**config.mk**
```make
export PLATFORM = sky130hd
export DESIGN_NAME = cfg_serial_tx
export DESIGN_NICKNAME = d
export VERILOG_FILES = /design/src/rtl/sertx_pkg.sv /design/src/rtl/sertx_bit_timer.sv /design/src/rtl/sertx_frame_fsm.sv /design/src/rtl/cfg_serial_tx.sv
export SDC_FILE = /design/constraint.sdc
export NUM_CORES = 1
export LEC_CHECK = 0
export ABC_AREA = 0
export BUFFER_PORTS_ARGS = -buffer_cell sky130_fd_sc_hd__buf_2
export CAP_MARGIN = 5
export CORE_ASPECT_RATIO = 0.8
export CORE_MARGIN = 3
export CORE_UTILIZATION = 40
export CTS_BUF_LIST = sky130_fd_sc_hd__clkbuf_8
export DETAILED_ROUTE_END_ITERATION = 16
export RECOVER_POWER = 25
export SYNTH_ARGS = -nofsm -noshare
export SYNTH_HDL_FRONTEND = slang
export SYNTH_SLANG_ARGS = --single-unit
```
**constraint.sdc**
```tcl
create_clock -name clk -period 3 [get_ports clk]
set_input_delay 0.6 -clock clk [delete_from_list [all_inputs] [get_ports clk]]
set_output_delay 0.6 -clock clk [all_outputs]
set_load 0.005 [all_outputs]
```
**src/rtl/sertx_pkg.sv**
```systemverilog
// Shared types and helpers for the configurable serial transmitter.
// Assumes the frame word is at most 9 bits wide.
package sertx_pkg;

    localparam int WORD_W = 9;
    localparam int NB_W   = 4;

    typedef enum logic [2:0] {
        ST_IDLE,
        ST_START,
        ST_DATA,
        ST_PAR,
        ST_STOP
    } tx_state_e;

    // Number of data bits sent for a length code.
    function automatic logic [NB_W-1:0] frame_bits(input logic [2:0] code);
        case (code)
            3'd0:    frame_bits = 4'd5;
            3'd1:    frame_bits = 4'd6;
            3'd2:    frame_bits = 4'd7;
            3'd4,
            3'd5:    frame_bits = 4'd9;
            default: frame_bits = 4'd8;
        endcase
    endfunction

    // Parity bit value over the low n bits of a word.
    function automatic logic parity_value(input logic [1:0] mode,
                                          input logic [WORD_W-1:0] w,
                                          input logic [NB_W-1:0] n);
        logic [WORD_W-1:0] mask;
        logic ones;
        mask = (WORD_W'(1) << n) - WORD_W'(1);
        ones = ^(w & mask);
        case (mode)
            2'd0:    parity_value = ~ones;
            2'd1:    parity_value = ones;
            2'd2:    parity_value = 1'b1;
            default: parity_value = 1'b0;
        endcase
    endfunction

endpackage

```
**src/rtl/sertx_bit_timer.sv**
```systemverilog
// Bit timer: counts oversample ticks within a bit and flags half-bit and
// full-bit boundaries. Assumes OVS is even; restart realigns to a new frame.
module sertx_bit_timer #(
    parameter int OVS = 16
) (
    input  logic clk,
    input  logic rst_n,
    input  logic restart,
    input  logic tick,
    output logic half_done,
    output logic bit_done
);
    localparam int CW   = $clog2(OVS);
    localparam int HALF = OVS / 2;

    logic [CW-1:0] sub;

    // Oversample position inside the current bit.
    always_ff @(posedge clk) begin
        if (!rst_n)
            sub <= '0;
        else if (restart)
            sub <= '0;
        else if (tick)
            sub <= (sub == CW'(OVS-1)) ? '0 : sub + CW'(1);
    end

    assign bit_done  = tick && (sub == CW'(OVS-1));
    assign half_done = tick && ((sub == CW'(HALF-1)) || (sub == CW'(OVS-1)));

endmodule

```
**src/rtl/sertx_frame_fsm.sv**
```systemverilog
// Frame sequencer: walks start, data, parity and stop fields, holds the
// shift register and the per-frame settings latched at launch, and raises
// the end-of-frame pulses. Assumes launch is only asserted while idle.
module sertx_frame_fsm
    import sertx_pkg::*;
(
    input  logic              clk,
    input  logic              rst_n,
    input  logic              tx_en,
    input  logic              launch,
    input  logic [WORD_W-1:0] word,
    input  logic [NB_W-1:0]   nbits,
    input  logic              start_en,
    input  logic              par_en,
    input  logic              par_bit,
    input  logic              stop_en,
    input  logic [2:0]        stop_halves,
    input  logic              half_done,
    input  logic              bit_done,
    input  logic              pending,
    input  logic              cmpl_thresh,
    output logic              idle,
    output logic              line_raw,
    output logic              done_p,
    output logic              under_p
);
    tx_state_e         state;
    logic [WORD_W-1:0] shreg;
    logic [NB_W-1:0]   cnt;
    logic [2:0]        halves;
    logic              par_q, par_en_q, stop_en_q;
    logic              frame_end;

    // Last field of the frame expires in this cycle.
    always_comb begin
        frame_end = 1'b0;
        case (state)
            ST_DATA: frame_end = bit_done && (cnt == NB_W'(1)) && !par_en_q && !stop_en_q;
            ST_PAR:  frame_end = bit_done && !stop_en_q;
            ST_STOP: frame_end = half_done && (halves == 3'd1);
            default: frame_end = 1'b0;
        endcase
    end

    // Field sequencing, shifting and end-of-frame pulses.
    always_ff @(posedge clk) begin
        if (!rst_n) begin
            state     <= ST_IDLE;
            shreg     <= '0;
            cnt       <= '0;
            halves    <= '0;
            par_q     <= 1'b0;
            par_en_q  <= 1'b0;
            stop_en_q <= 1'b0;
            done_p    <= 1'b0;
            under_p   <= 1'b0;
        end else begin
            done_p  <= 1'b0;
            under_p <= 1'b0;
            if (!tx_en) begin
                state <= ST_IDLE;
            end else if (frame_end) begin
                state   <= ST_IDLE;
                under_p <= !pending;
                done_p  <= !cmpl_thresh || !pending;
            end else begin
                case (state)
                    ST_IDLE: if (launch) begin
                        shreg     <= word;
                        cnt       <= nbits;
                        halves    <= stop_halves;
                        par_q     <= par_bit;
                        par_en_q  <= par_en;
                        stop_en_q <= stop_en;
                        state     <= start_en ? ST_START : ST_DATA;
                    end
                    ST_START: if (bit_done) state <= ST_DATA;
                    ST_DATA: if (bit_done) begin
                        shreg <= shreg >> 1;
                        cnt   <= cnt - NB_W'(1);
                        if (cnt == NB_W'(1))
                            state <= par_en_q ? ST_PAR : ST_STOP;
                    end
                    ST_PAR:  if (bit_done) state <= ST_STOP;
                    ST_STOP: if (half_done) halves <= halves - 3'd1;
                    default: state <= ST_IDLE;
                endcase
            end
        end
    end

    // Un-inverted line level for the current field.
    always_comb begin
        case (state)
            ST_START: line_raw = 1'b0;
            ST_DATA:  line_raw = shreg[0];
            ST_PAR:   line_raw = par_q;
            default:  line_raw = 1'b1;
        endcase
    end

    assign idle = (state == ST_IDLE);

endmodule

```
**src/rtl/cfg_serial_tx.sv**
```systemverilog
// Configurable asynchronous serial transmitter top. Decides when a word may
// be launched (enable, inhibit, clear-to-send), assembles the word and its
// parity, and applies the optional output inversion. Assumes tick16 pulses
// OVS times per bit and data_in is stable while data_valid is high.
module cfg_serial_tx
    import sertx_pkg::*;
#(
    parameter int OVS = 16
) (
    input  logic              clk,
    input  logic              rst_n,
    input  logic              tick16,
    input  logic              tx_en,
    input  logic              tx_inhibit,
    input  logic              start_en,
    input  logic              parity_en,
    input  logic [1:0]        parity_mode,
    input  logic              stop_en,
    input  logic [1:0]        stop_mode,
    input  logic [2:0]        len_code,
    input  logic              fixed_bit9,
    input  logic              invert_en,
    input  logic              cts_gate_en,
    input  logic              cts_invert,
    input  logic              cts_in,
    input  logic              cmpl_thresh,
    input  logic [WORD_W-1:0] data_in,
    input  logic              data_valid,
    output logic              data_take,
    output logic              tx_line,
    output logic              busy,
    output logic              tx_done,
    output logic              tx_underrun
);
    logic              idle, line_raw, half_done, bit_done, cts_ok, launch;
    logic [NB_W-1:0]   nbits;
    logic [WORD_W-1:0] word;
    logic              ninth;

    // Launch permission and word assembly.
    always_comb begin
        cts_ok = !cts_gate_en || !(cts_in ^ cts_invert);
        launch = idle && tx_en && !tx_inhibit && data_valid && cts_ok;
        nbits  = frame_bits(len_code);
        ninth  = (len_code == 3'd5) ? fixed_bit9 : data_in[WORD_W-1];
        word   = {ninth, data_in[WORD_W-2:0]};
    end

    sertx_bit_timer #(.OVS(OVS)) u_timer (
        .clk       (clk),
        .rst_n     (rst_n),
        .restart   (launch),
        .tick      (tick16),
        .half_done (half_done),
        .bit_done  (bit_done)
    );

    sertx_frame_fsm u_fsm (
        .clk         (clk),
        .rst_n       (rst_n),
        .tx_en       (tx_en),
        .launch      (launch),
        .word        (word),
        .nbits       (nbits),
        .start_en    (start_en),
        .par_en      (parity_en),
        .par_bit     (parity_value(parity_mode, word, nbits)),
        .stop_en     (stop_en),
        .stop_halves ({1'b0, stop_mode} + 3'd1),
        .half_done   (half_done),
        .bit_done    (bit_done),
        .pending     (data_valid),
        .cmpl_thresh (cmpl_thresh),
        .idle        (idle),
        .line_raw    (line_raw),
        .done_p      (tx_done),
        .under_p     (tx_underrun)
    );

    assign data_take = launch;
    assign busy      = !idle;
    assign tx_line   = line_raw ^ invert_en;

endmodule

```
# Yosys cells after proc, flatten, opt, wreduce, memory -nomap -nowiden
# Index checks and enable logic that the tools add are counted.
# totals
register_bits	28
inputBits	31
output_inout_bits	5
wordCells	103
# op_classes
add_sub_neg	5
eq_ne	20
shifts	1
muxes	23
bitwise_logic	8
n_reduce_logical	36
# ops
operator	n
$mux 3	8
$mux 9	2
$pmux 9 s2	1
$pmux 4 s4	1
$pmux 3 s5	1
$mux 4	3
$logic_and 1x1->1	11
$ne 2x1->1 const B	5
$reduce_and 5->1	2
$and 9x9->9	1
$eq 3x1->1 const B	3
$eq 3x2->1 const B	3
$eq 3x3->1 const B	3
$pmux 1 s3	3
$reduce_xor 9->1	1
$shl 1x4->9 const A	1
$sub 9x2->9 const B	1
$logic_not 1->1	8
$pmux 4 s2	1
$logic_not 3->1	2
$pmux 3 s2	1
$reduce_and 6->1	1
$not 1->1	5
$add 4x1->4 const B	1
other kinds (19)	24

# Longest topological paths before layout
# Gate-level depths: netlist of run 1.
# depth
ltp_word	9
depth_mapped	9
mapped_depth_nobuf	8

# Cells and area by module
# From an unflattened synthesis of run 1, not the netlist that was laid out.
# unflattened
cells_unflattened	227
area_unflattened_um2	1891.8
# by_module_without_submodules
module	instances	cells_each	area_per_inst_um2	seq_area_each_um2
sertx_frame_fsm	1	164	1352.5	480.5
cfg_serial_tx	1	40	342.8	0.0
sertx_bit_timer	1	23	196.4	80.1

# Worst setup path after synthesis of run 1
# Ideal clock, no wire load.
# synth_timing
path_type	input to register
from	input tx_inhibit
to	register u_fsm.halves[0]
setup_ns	0.070
arrival_ns	2.331
t_required_ns	2.930
path_slack_ns	0.599
stages	6
n_path_buf	0
path_cell_list	or4b_4 a211oi_4 a41oi_2 or3_4 a211o_1 a21boi_1
# synth_via
elab_chain_cells	6
# synth_rtl
element	line_no	source
from (decl)	cfg_serial_tx.sv:14	input logic tx_inhibit,
$logic_not 1->1	cfg_serial_tx.sv:43	launch = idle && tx_en && !tx_inhibit && data_valid && cts_ok;
$logic_and 1x1->1 (3 in series)	cfg_serial_tx.sv:43	
net data_take	cfg_serial_tx.sv:29	output logic data_take,
$ne 2x2->1 (no line)	-	
$reduce_and 5->1 (no line)	-	
to (signal assigned)	sertx_frame_fsm.sv:71	halves <= stop_halves;
to (signal assigned)	sertx_frame_fsm.sv:85	ST_STOP: if (half_done) halves <= halves - 3'd1;
to (decl)	sertx_frame_fsm.sv:30	logic [2:0] halves;
# The timed path passes the listed nets, and every way through them passes these cells.
# A chain may end at the register's enable or synchronous reset.

# Final worst setup path of run 1
# layout_timing
from	register u_fsm.state[0]
to	output data_take
# layout_via
elab_chain_cells	5
# layout_rtl
element	line_no	source
from (decl)	sertx_frame_fsm.sv:27	tx_state_e state;
from (signal assigned)	sertx_frame_fsm.sv:75	state <= start_en ? ST_START : ST_DATA;
from (signal assigned)	sertx_frame_fsm.sv:82	state <= par_en_q ? ST_PAR : ST_STOP;
$logic_not 3->1	sertx_frame_fsm.sv:102	assign idle = (state == ST_IDLE);
$logic_and 1x1->1 (4 in series)	cfg_serial_tx.sv:43	
to (decl)	cfg_serial_tx.sv:29	
# Every way passes these cells.

==> results of run 1 <==
==> through the flow <==
step	cell area (um2)	hold slack, ns
after floorplan	1840	0.456
after global placement	2040	0.481
after detailed placement	2040	0.486
after CTS	2120	0.481
after global routing	2110	0.495
final	2110	0.484
==> report_power, final <==
group | switching (mW) | internal (mW) | total [mW]
Combinational | 0.0776 | 0.0689 | 0.147
Clock | 0.120 | 0.179 | 0.299
Sequential | 0.0115 | 0.385 | 0.397
==> cell usage after synthesis, drive strengths merged, types with 2 or more instances <==
cell type	instances
o211a	9
xor2	6
mux2i	6
nand3	13
nor3	2
a311oi	3
clkbuf	9
xnor2	5
a21boi	4
or3	3
a211oi	2
a21oi	15
nor4	2
o21ai	15
a2111oi	2
nor3b	4
inv	11
dfxtp	28
buf	4
nor2	11
nand2b	4
nand2	31
nand3b	6
ha	6
nor2b	9
==> kinds of logic after synthesis <==
family	after synthesis	share of synthesized area
flip-flops	28	0.304
multiplexers	6	0.0326
XOR/XNOR	11	0.0523
adder cells (fa/ha/maj)	6	0.0407
AO/OA/AOI/OAI	59	0.234
buffers and inverters	24	0.0591
AND/OR/NAND/NOR	93	0.277
==> layout make-up <==
class	count	area (um2)
inverters	11	41.3
clock buffers	3	41.3
fillers	448	2200
well taps	57	71.3
repair buffers	38	190
clock inverters	1	30.0
multi-input cells	175	1170
flip-flops and latches	28	561
==> layer usage <==
layer | vias to the layer above | track usage
li1 | 865 | -
met1 | 696 | 0.260
met2 | 29 | 0.205
met3 | 5 | 0.0338
met4 | 0 | 0.0249
met5 | - | 0
==> flip-flops by register name, summed over array words and instances (netlist names) <==
| register | flops |
|---|---|
| u_fsm.shreg | 9 |
| u_timer.sub | 4 |
| u_fsm.par_q | 1 |
| u_fsm.par_en_q | 1 |
| u_fsm.cnt | 4 |
| u_fsm.done_p | 1 |
| u_fsm.stop_en_q | 1 |
| u_fsm.state | 3 |
| u_fsm.under_p | 1 |
| u_fsm.halves | 3 |
==> worst max-delay path: stages (launching register included) <==
cell      delay, ns
dfxtp_1        0.47
or4b_4         0.61
a211oi_4       0.37
clkbuf_1       0.28
buf_2          0.17
==> worst min path at each step <==
stage	from	end	slack (ns)	cells past startpoint
detailed placement	u_fsm.halves[2]	u_fsm.halves[2]	0.49	2
floorplan	u_fsm.halves[2]	u_fsm.halves[2]	0.46	2
global route	cmpl_thresh	u_fsm.done_p	0.50	2
finish	cmpl_thresh	u_fsm.done_p	0.48	2
CTS	cmpl_thresh	u_fsm.done_p	0.48	2
global placement	u_fsm.shreg[0]	u_fsm.shreg[0]	0.48	1
==> results by group, run 1 <==
Clock tree
  • Clock buffer depth: 2
  • Reg clk slew, reported paths: 0.10 ns
  • Cts bufs inserted: 3
  • Cts repair resizes: 0
  • CTS tree: yes
  • Root Driver: clkbuf_8
  • CTS Hold Bufs: 0
  • Post-CTS Setup Bufs: 0
  • H-tree Lvls: 1
  • TritonCTS Sinks: 28
  • Later-pin clock latency in the skew report: 0.28 ns

Place
  • Placed instance count: 309
  • Gp weighted congestion: 0.780
  • Post-DP HPWL: 3020 um
  • PortBufs: 35
  • Setup WS pre-CTS: 0.461 ns

STA
  • Final setup skew: 0.00181 ns
  • Unrepaired setup endpoints after global routing: no
  • Final Hold Violating Endpoints: 0
  • Fmax: 361 MHz
  • Setup TNS: 0 ns
  • Slew HR: 0.651
  • Max Slew Vio Count: 0
  • Actual slew at the worst max-slew pin: 0.510 ns
  • Setup WS post-layout: 0.229 ns
  • Final setup fails: 0
  • Tmin final: 2.77 ns
  • Final period util: 0.924

Finish
  • Share of layout cells above drive strength 1: 0.180
  • Layout Nets: 294
  • Most common cell after layout, fill and taps aside: buf_2
  • Post-route insts no fill: 313
  • Ant. Diodes: 0
  • Synthesis-to-layout area growth: 14.4%
  • Core Util, Final: 0.489
  • Commonest cells after routing, fill and taps aside: buf_2, nand2_1, dfxtp_1

Yosys
  • Top cells by area, synth: dfxtp_1, nand2_1, o211a_1
  • Number of enable flip-flop cells after synthesis: 0
  • Syn avg cell area: 8.12 um2
  • Register area share after synthesis: 0.304
  • Synth warn: 0
  • Ys flop type: dfxtp_1
  • Asr flop ratio synth: 0
  • Synth Cell Area: 1840 um2
  • Biggest area consumer among synthesized cells: dfxtp_1
  • Synth cell types: 49
  • Syn nets: 264
  • Gate Count Post-Synth: 227
  • Seq cells post-synth: 28
  • Synth top area share: 0.304

Worst setup path
  • Maximum fanout along the worst path: 13
  • R2r worst-path depth: 6
  • Worst r2r src: u_fsm.state[0]
  • Crit path launch: u_fsm.state[0]
  • Startpoint type of the worst setup path: register
  • Worst setup path end: data_take
  • Crit path required time: 2.40 ns
  • R2r setup slk: 0.61 ns
  • Worst R2R End: u_fsm.cnt[2]
  • Arr. time, crit path: 2.17 ns
  • Worst setup EP type: primary output
  • Critical path type: reg2out

Die
  • Initial Util: 0.428
  • Die height: 66.7 um
  • Core area: 4310 um2
  • Io pins: 36
  • Row count: 21
  • Die X-Extent: 81.9 um
  • Die area: 5460 um2

Global route
  • First-pass GRT wire length: 6780 um
  • Vias in the first global route: 1439
  • Grt ovf: 0
  • Total track usage: 0.158
  • Initial antenna violation count: 0
  • Largest net degree at the start of global routing: 24

Run
  • Max-cap viol count: 0

Detailed routing
  • # DRC: 0
  • WL met2: 1550 um
  • Drt via density: 5.10
  • Sum of routed wire segments on met1: 2260 um
  • Pre-Repair DR Iteration Count: 4
  • WL met3: 189 um
  • Final ANT Viol Nets: 0
  • DR WL/cell: 12.8 um
  • Via count: 1595
  • Routed Wire Length: 4020 um
  • Top Metal Used: met4
  • DRC marker count from the first detailed-route iteration: 101

Run status
  • Status: finished clean

Hold path
  • Worst Hold Class: in2reg

Power
  • P per Cell Area: 400 nW/um2
  • Maximum VDD drop: 0.212 mV
  • Final Power: 843 uW
  • Leakage: 0.890 nW
No activity file was read; power rests on OpenSTA's default activity.
==> run 2: changes to the inputs <==
- clock period: 3 -> 2.65 ns (I/O delays scaled with it)
==> run 2 against run 1 <==
Die area unchanged. Clock-buffer cell count up 1. Largest cell class unchanged. Sequential power up 13%. Cell count grew 0.64%. Non-clock buffer count up 2. Via count is 3.6% higher. Sequential share of layout area is 0.16 points lower. Utilization up 0.29 points. Routed wire length rose by 2.6%. Critical path type unchanged. First-iteration DRC count is 29% lower.
==> results by group, run 2 (synthesis gave the netlist of run 1 again) <==
Place
  • Post-DP HPWL: 3000 um
  • Gp weighted congestion: 0.816
  • Setup WS pre-CTS: 0.174 ns
  • Placed instance count: 311
  • Area after DPL: 2070 um2
  • PortBufs: 35

Die
  • Initial Util: 0.428
  • Row count: 21
  • Die X-Extent: 81.9 um
  • Die area: 5460 um2
  • Die height: 66.7 um
  • Io pins: 36
  • Core area: 4310 um2

Finish
  • Area of the multi-input gates: 1170 um2
  • Post-route insts no fill: 315
  • Share of layout cells above drive strength 1: 0.190
  • Most common cell after layout, fill and taps aside: buf_2
  • Synthesis-to-layout area growth: 15.1%
  • Ant. Diodes: 0
  • Largest regs: u_fsm.shreg (9), u_fsm.cnt (4), u_timer.sub (4)
  • Max reg flops: 9
  • Final instance area: 2120 um2
  • Register name with the most flops: u_fsm.shreg
  • FF+latch area: 561 um2
  • Fillers: 441
  • Commonest cells after routing, fill and taps aside: buf_2, nand2_1, dfxtp_1
  • Layout Nets: 296

STA
  • Setup WS post-layout: 0.231 ns
  • Setup TNS: 0 ns
  • Slew HR: 0.644
  • Final Hold Violating Endpoints: 0
  • Hold_ws: 0.429 ns
  • Final setup fails: 0
  • Fmax: 413 MHz
  • Unrepaired setup endpoints after global routing: no
  • Final period util: 0.913
  • Tmin final: 2.42 ns
  • Actual slew at the worst max-slew pin: 0.534 ns
  • Final setup skew: 0.00652 ns
  • Max Slew Vio Count: 0

Worst setup path
  • Worst R2R End: u_fsm.cnt[2]
  • CP cell instances: or4b_1, a211oi_4, buf_4, buf_2
  • Cell family with most CP delay: simple AND/OR/NAND/NOR gates
  • R2r worst-path depth: 6
  • Crit path buffers/inverters: 2
  • Critical path type: reg2out
  • Critical Path Max Stage Delay: 0.57 ns
  • Maximum fanout along the worst path: 7
  • R2r setup slk: 0.40 ns
  • Arr. time, crit path: 1.89 ns
  • Worst r2r src: u_fsm.state[0]
  • Worst setup EP type: primary output
  • Crit path required time: 2.12 ns
  • Startpoint type of the worst setup path: register
  • Max stage delay cell, worst path: or4b_1

Detailed routing
  • Drt via density: 5.25
  • # DRC: 0
  • Routed Wire Length: 4130 um
  • Pre-Repair DR Iteration Count: 4
  • Via count: 1653
  • DRC marker count from the first detailed-route iteration: 72
  • Final ANT Viol Nets: 0
  • DR WL/cell: 13.1 um

Clock tree
  • CTS Hold Bufs: 0
  • Cts bufs inserted: 3
  • H-tree Lvls: 1
  • Clock buffer depth: 2
  • Cts repair resizes: 0
  • Post-CTS Setup Bufs: 0
  • Root Driver: clkbuf_8
  • CTS tree: yes
  • Reg clk slew, reported paths: 0.09 ns
  • Later-pin clock latency in the skew report: 0.28 ns
  • TritonCTS Sinks: 28

Power
  • Flop pwr share: 0.505
  • Pint: 650 uW
  • Clock power share: 0.300
  • Combinational share of power: 0.195
  • P per Cell Area: 418 nW/um2
  • Switching Share: 0.266
  • Psw: 236 uW
  • Maximum VDD drop: 0.223 mV
  • Leakage: 0.904 nW

Hold path
  • Hold Startpoint: data_valid
  • Worst Hold Class: in2reg
  • Hold Path Sink: u_fsm.under_p
  • Hold path cells: 2

Global route
  • First-pass GRT wire length: 6950 um
  • Largest net degree at the start of global routing: 24
  • Total track usage: 0.163
  • Initial antenna violation count: 0
  • Vias in the first global route: 1498
  • Grt ovf: 0

Run
  • Max-cap viol count: 0

Run status
  • Status: finished clean
[run 2: changes by cell type in the layout (fill, tap and decap cells not counted), sizes merged]
cell	previous run	this run
bufinv	1	0
clkbuf	7	6
buf	34	38
[run 2: stage by stage]
| stage | total power [mW] | utilization |
|---|---|---|
| after detailed placement | 0.630 | 0.481 |
| after global placement | 0.629 | 0.481 |
| after CTS | 0.897 | 0.494 |
| after global routing | 0.931 | 0.492 |
| final | 0.886 | 0.492 |
| after floorplan | 0.572 | - |
[run 2: metal layers]
metal  vias up  track usage  part of all wire
met2        52        0.218              0.37
met3         6       0.0392             0.063
li1        875            -                 -
met4         0       0.0498             0.011
met1       720        0.250              0.55
met5         -            0                 0
[run 2: area by class of cell]
class | count | area share
Sequential cell | 28 | 0.264
Clock buffer | 4 | 0.0260
Inverter | 11 | 0.0195
Tap cell | 57 | 0.0336
Multi-Input combinational cell | 175 | 0.552
Timing Repair Buffer | 40 | 0.105
[run 2: worst max path at each step]
stage	end	from	slack (ns)	depth (start not counted)
2_1_floorplan	u_fsm.halves[0]	tx_inhibit	0.32	6
5_1_grt	data_take	u_fsm.state[0]	0.16	4
6_report	data_take	u_fsm.state[0]	0.23	4
3_5_place_dp	u_fsm.cnt[2]	tx_inhibit	0.17	7
4_1_cts	data_take	u_fsm.state[0]	0.25	4
3_3_place_gp	u_fsm.halves[0]	tx_inhibit	0.26	7
[run 2: worst register-to-register path, delay by kind of cell, from the launching register on]
family	cells	cell delay, ns
simple gates	2	0.99
flops	1	0.33
compound gates	4	0.82
[run 2: power by group through the flow]
stage / sequential (mW) / combinational [mW] / clock, mW
final: 0.447 / 0.173 / 0.266
after global placement: 0.457 / 0.172 / 0
after floorplan: 0.454 / 0.118 / 0
after global routing: 0.449 / 0.193 / 0.288
after detailed placement: 0.457 / 0.173 / 0
after CTS: 0.447 / 0.174 / 0.276
